[config.mk]
export PLATFORM = sky130hd
export DESIGN_NAME = acct_cache_ctrl
export DESIGN_NICKNAME = d
export VERILOG_FILES = /design/src/rtl/acct_cache_ctrl.sv
export SDC_FILE = /design/constraint.sdc
export NUM_CORES = 2
export LEC_CHECK = 0
export ABC_CLOCK_PERIOD_IN_PS = 25200
export BUFFER_PORTS_ARGS = -buffer_cell sky130_fd_sc_hd__buf_2
export CORE_ASPECT_RATIO = 1.5
export CORE_MARGIN = 10
export CORE_UTILIZATION = 55
export CTS_BUF_LIST = sky130_fd_sc_hd__clkbuf_4 sky130_fd_sc_hd__clkbuf_8
export CTS_CLUSTER_SIZE = 40
export DETAILED_ROUTE_END_ITERATION = 16
export GPL_TIMING_DRIVEN = 0
export PLACE_DENSITY = 0.71
export SLEW_MARGIN = 20
export SYNTH_ARGS = -nofsm -noshare
export SYNTH_HDL_FRONTEND = slang
export SYNTH_SLANG_ARGS = --single-unit
[constraint.sdc]
create_clock -name clk -period 25.2 [get_ports clk]
set_input_delay 6.3 -clock clk [delete_from_list [all_inputs] [get_ports clk]]
set_output_delay 6.3 -clock clk [all_outputs]
set_load 0.02 [all_outputs]
[src/rtl/acct_cache_ctrl.sv]
module acct_cache_ctrl #(
  parameter int SET_W    = 4,
  parameter int TAG_W    = 8,
  parameter int CNT_W    = 16,
  parameter int A_LAT1   = 2,
  parameter int A_LAT2   = 3,
  parameter int A_LAT3   = 4,
  parameter int A_LAT4   = 5,
  parameter int B_LAT1   = 8,
  parameter int B_LAT2   = 5,
  parameter int B_LAT3   = 2,
  parameter int MISS_PEN = 40
) (
  input  logic             clk,
  input  logic             rst_n,
  input  logic             lk_valid,
  input  logic [SET_W-1:0] lk_set,
  input  logic [TAG_W-1:0] lk_tag,
  input  logic             a_only,
  input  logic             interval_end,
  output logic             rsp_valid,
  output logic             rsp_hit_a,
  output logic             rsp_hit_b,
  output logic             rsp_miss,
  output logic [1:0]       rsp_way,
  output logic [1:0]       rsp_pos,
  output logic [2:0]       a_ways
);
  localparam int SETS = 1 << SET_W;
  localparam int LA [4] = '{A_LAT1, A_LAT2, A_LAT3, A_LAT4};
  localparam int LB [4] = '{B_LAT1, B_LAT2, B_LAT3, 0};

  logic [TAG_W-1:0] tag_q [SETS][4];
  logic [3:0]       vld_q [SETS];
  logic [1:0]       ord_q [SETS][4];
  logic [CNT_W-1:0] cnt_q [5];

  logic       hit, in_a;
  logic [1:0] hway, hpos, tgt_way, tgt_pos;
  logic [1:0] new_ord [4];
  logic [2:0] inc_idx, best_k;

  always_comb begin
    hit = 1'b0;
    hway = 2'd0;
    hpos = 2'd0;
    for (int w = 0; w < 4; w++)
      if (vld_q[lk_set][w] && tag_q[lk_set][w] == lk_tag) begin
        hit = 1'b1;
        hway = 2'(w);
      end
    for (int p = 0; p < 4; p++)
      if (ord_q[lk_set][p] == hway) hpos = 2'(p);
  end

  assign tgt_way = hit ? hway : ord_q[lk_set][3];
  assign tgt_pos = hit ? hpos : 2'd3;
  assign in_a    = {1'b0, hpos} < a_ways;
  assign inc_idx = hit ? {1'b0, hpos} : 3'd4;

  always_comb begin
    new_ord[0] = tgt_way;
    for (int p = 1; p < 4; p++)
      new_ord[p] = (2'(p) <= tgt_pos) ? ord_q[lk_set][p-1] : ord_q[lk_set][p];
  end

  always_comb begin
    logic [47:0] ah, bh, c, best_c;
    best_k = 3'd1;
    best_c = '0;
    for (int k = 0; k < 4; k++) begin
      ah = '0;
      bh = '0;
      for (int p = 0; p < 4; p++)
        if (p <= k) ah = ah + 48'(cnt_q[p]);
        else        bh = bh + 48'(cnt_q[p]);
      c = ah * 48'(LA[k]) + bh * 48'(LA[k] + LB[k]) + 48'(cnt_q[4]) * 48'(MISS_PEN);
      if (k == 0 || c < best_c) begin
        best_c = c;
        best_k = 3'(k + 1);
      end
    end
  end

  always_ff @(posedge clk) begin
    if (!rst_n) begin
      for (int s = 0; s < SETS; s++) begin
        vld_q[s] <= '0;
        for (int w = 0; w < 4; w++) begin
          ord_q[s][w] <= 2'(w);
          tag_q[s][w] <= '0;
        end
      end
      for (int i = 0; i < 5; i++) cnt_q[i] <= '0;
      a_ways    <= 3'd1;
      rsp_valid <= 1'b0;
      rsp_hit_a <= 1'b0;
      rsp_hit_b <= 1'b0;
      rsp_miss  <= 1'b0;
      rsp_way   <= 2'd0;
      rsp_pos   <= 2'd0;
    end else begin
      rsp_valid <= lk_valid;
      if (lk_valid) begin
        rsp_hit_a <= hit && in_a;
        rsp_hit_b <= hit && !in_a && !a_only;
        rsp_miss  <= !hit || (!in_a && a_only);
        rsp_way   <= tgt_way;
        rsp_pos   <= tgt_pos;
        for (int p = 0; p < 4; p++) ord_q[lk_set][p] <= new_ord[p];
        if (!hit) begin
          tag_q[lk_set][tgt_way] <= lk_tag;
          vld_q[lk_set][tgt_way] <= 1'b1;
        end
      end
      for (int i = 0; i < 5; i++) begin
        if (interval_end)
          cnt_q[i] <= (lk_valid && inc_idx == 3'(i)) ? CNT_W'(1) : '0;
        else if (lk_valid && inc_idx == 3'(i) && cnt_q[i] != '1)
          cnt_q[i] <= cnt_q[i] + 1'b1;
      end
      if (interval_end) a_ways <= best_k;
    end
  end

  AST_ONE_RESULT: assert property (@(posedge clk) disable iff (!rst_n)
    rsp_valid |-> $onehot({rsp_hit_a, rsp_hit_b, rsp_miss}));
  AST_NO_SPURIOUS_RSP: assert property (@(posedge clk) disable iff (!rst_n)
    !lk_valid |=> !rsp_valid);
  AST_NO_B_WHEN_A_ONLY: assert property (@(posedge clk) disable iff (!rst_n)
    (lk_valid && a_only) |=> !rsp_hit_b);
  AST_MISS_AT_LRU: assert property (@(posedge clk) disable iff (!rst_n)
    (lk_valid && !hit) |=> (rsp_miss && rsp_pos == 2'd3));
  AST_CFG_RANGE: assert property (@(posedge clk) disable iff (!rst_n)
    (a_ways >= 3'd1 && a_ways <= 3'd4));
  AST_CFG_HOLD: assert property (@(posedge clk) disable iff (!rst_n)
    !interval_end |=> $stable(a_ways));
  AST_NO_OVERFLOW: assert property (@(posedge clk) disable iff (!rst_n)
    !interval_end |=> (cnt_q[0] >= $past(cnt_q[0]) && cnt_q[4] >= $past(cnt_q[4])));
endmodule

==> impl_metrics.tcl <==
set metrics [dict create \
    holdPathStages 2 \
    drive_gt1_share_pct 11.9 \
    worstSetupPathType "reg2reg" \
    seq_area_frac_synth_pct 47.0 \
    power_mw 6.03 \
    slew_violations 0 \
    drc 0 \
    path_common_cell "o21ai_0" \
    hp-class "reg2reg" \
    fp.dieArea_um2 102000 \
    leakage_nw 20.6 \
    critPathBufInv 6 \
    areaGrowthSynthToFinish_pct 9.09 \
    avgSynthCellArea_um2 11.1 \
    max_freq_mhz 51.3 \
    routed_wl_um 180000 \
    cts_resized 0 \
    placedCellCount 5645 \
    cts_tree "yes" \
    cp_top_family "compound AO/OA/AOI/OAI gates" \
    fillCellCount 7477 \
    synth_top_cell_area_share_pct 43.9 \
    reg2reg_from "cnt_q[3][1]$_SDFFCE_PN0P_" \
    cts-root-buf "clkbuf_8" \
    die_w_um 264 \
    finClkSkew_ns 0.0698 \
    syn_inst 4417 \
    slew_headroom_pct 12.3 \
    grt_pass1_wl_um 257000 \
    timing.final.crit_share_pct 77.3 \
    antenna_found_initial 8 \
    max_stage_delay_ns 1.01 \
    cts_buffers 113 \
    worstPathMaxFanout 10 \
    clkTransAtPathRegs_ns 0.06 \
    r2r-end "a_ways[0]$_SDFFE_PN1P_" \
    die_height_um 386 \
    hold_viol_final 0 \
    ff_latch_area_um2 23100 \
    status "finished, final reports clean" \
    grt_max_degree 18 \
    arrival_ns 20.11 \
    finalSetupViolCount 0 \
    rsz0062_at_grt "no" \
    io_pins 28 \
    grt_usage_pct 34.9 \
    startpoint_type "flop" \
    async_reset_ff_share_pct 0 \
    synth.most_common_cell "nor2_1" \
    core_area_um2 88900 \
    worst_pin_slew_ns 1.32 \
    final_util_pct 60.4 \
    cp_data_required_time_ns 25.83 \
    synth_edf_count 720 \
    synth_warnings 0 \
    clock_latency_ns 0.87 \
    cts_max_level 3 \
    tns_ns 0 \
    r2r_cells 66 \
    synth_top_area_cell "edfxtp_1" \
    ys_ff_latch 795 \
    p_per_area_nw_per_um2 112 \
    min_to "vld_q[11][2]$_DFF_P_" \
    rows 134 \
    netlist_top_cells_count "nor2_1, edfxtp_1, nand2_1, ha_1, inv_1" \
    postSynthNetCount 4870 \
    final_nets 5058 \
    cts_setup_buffers 0 \
    final_antenna_net_count 0 \
    dpl_cell_area_um2 51200 \
    drt-wirelength-per-cell_um 30.8 \
    ys.flop_type "edfxtp_1" \
    period_needed_ns 19.48 \
    cts_sinks 795 \
    design_area_um2 53700 \
    endpoint_kind "flop" \
    vias_per_cell 6.48 \
    layout.cells.non_filler 5862 \
    hold_path_startpoint "vld_q[11][2]$_DFF_P_" \
    synth_area_um2 49200 \
    synth_cell_types 83 \
    clockBufferDepth 3 \
    first_global_vias 38900 \
    initial_core_util_pct 55.4 \
    gp_congestion 1.04 \
    io_buffers 23 \
    synth_area_leaders "edfxtp_1, mux4_2, ha_1" \
    dp_hpwl_um 139000 \
    via_count 38000 \
    slowest_stage "a2111oi_0" \
    dr.pass1.iters 8 \
    multiInputGateArea_um2 24200 \
    gr-total-overflow 0 \
    reg2reg_slack_ns 5.72 \
    drt_iter0_drc 4105 \
    cts-hold-fix-buffers 0 \
    cap_violations 0 \
    ir_drop_mv 0.397 \
]
worst max path at each step:
stage	depth (start not counted)	slack [ns]	end	from
4_1_cts	66	6.27	a_ways[0]$_SDFFE_PN1P_	cnt_q[3][1]$_SDFFCE_PN0P_
3_5_place_dp	66	6.33	a_ways[0]$_SDFFE_PN1P_	cnt_q[3][1]$_SDFFCE_PN0P_
6_report	66	5.72	a_ways[0]$_SDFFE_PN1P_	cnt_q[3][1]$_SDFFCE_PN0P_
5_1_grt	66	5.19	a_ways[0]$_SDFFE_PN1P_	cnt_q[3][1]$_SDFFCE_PN0P_
2_1_floorplan	63	11.83	a_ways[0]$_SDFFE_PN1P_	cnt_q[3][1]$_SDFFCE_PN0P_
3_3_place_gp	66	6.42	a_ways[0]$_SDFFE_PN1P_	cnt_q[3][1]$_SDFFCE_PN0P_
routing by layer:
layer / part of all wire (%) / up-vias / GRT usage (%)
met5: 0.025 / - / 0
met4: 12 / 8 / 34.1
met3: 9.5 / 873 / 8.19
met2: 48 / 2450 / 58.7
met1: 30 / 18500 / 34.7
li1: - / 16200 / -
cell type report:
| class | instances | share of cell area, % |
|---|---|---|
| Antenna cell | 6 | 0.0280 |
| Buffer | 194 | 1.73 |
| Clock buffer | 152 | 3.49 |
| Clock inverter | 58 | 1.04 |
| Inverter | 273 | 1.91 |
| Multi-Input combinational cell | 3155 | 45.1 |
| Sequential cell | 795 | 43.1 |
| Tap cell | 1156 | 2.69 |
| Timing Repair Buffer | 73 | 0.937 |
flip-flops by register name, indices dropped and copies added (netlist names):
name and flops:
rsp_way 2, rsp_miss 1, vld_q 64, rsp_hit_a 1
rsp_pos 2, ord_q 128, cnt_q 80, rsp_hit_b 1
tag_q 512, a_ways 3, rsp_valid 1
placed cells by master (no fill, tap or decap), types with 30 or more instances in the layout:
master,synthesis,routed
edfxtp_1,720,720
o21bai_1,30,30
buf_4,8,53
mux2i_1,66,66
o21a_1,31,31
nand2_1,416,416
nor2b_1,40,40
a21oi_1,138,138
a21o_1,70,70
clkinv_1,1,30
xnor2_1,185,185
dfxtp_1,75,75
clkbuf_1,133,128
xor2_1,85,85
nor2_1,831,829
ha_1,331,331
clkbuf_8,0,117
nor3_1,60,54
o21ai_1,3,63
buf_2,30,54
o21ai_0,218,154
nand3_1,60,60
clkbuf_4,0,35
inv_1,272,272
mux4_2,191,191
fa_1,105,105
tightest hold or removal path, stage by stage (launching register included):
cell     delay, ns
dfxtp_1       0.32
nand2_1       0.04
o21ai_0       0.05
per-stage QoR:
step	worst slack, ns	hold slack, ns
detailed placement	6.33	0.439
global route	5.19	0.473
global placement	6.42	0.428
floorplan	11.83	0.420
CTS	6.27	0.455
finish	5.72	0.452
where the power goes:
group | leakage (nW) | total, mW | internal (mW) | switching [mW]
registers | 7.89 | 1.51 | 1.48 | 0.0284
logic | 11.4 | 3.40 | 1.32 | 2.08
clock network | 1.27 | 1.12 | 0.590 | 0.534
total | 20.6 | 6.03 | 3.39 | 2.64
kinds of logic (layout without fill, tap and decap cells):
| family | Yosys count | after routing | share of synthesized area [%] |
|---|---|---|---|
| simple gates | 1546 | 1546 | 13.1 |
| xor+xnor | 270 | 270 | 4.80 |
| flops | 795 | 795 | 47.0 |
| other cells | 0 | 6 | 0 |
| compound gates | 637 | 637 | 8.22 |
| mux | 266 | 266 | 10.3 |
| fa+ha+maj | 436 | 436 | 12.7 |
| buf+inv | 467 | 750 | 3.96 |
Power figures use the tool's default switching activity.
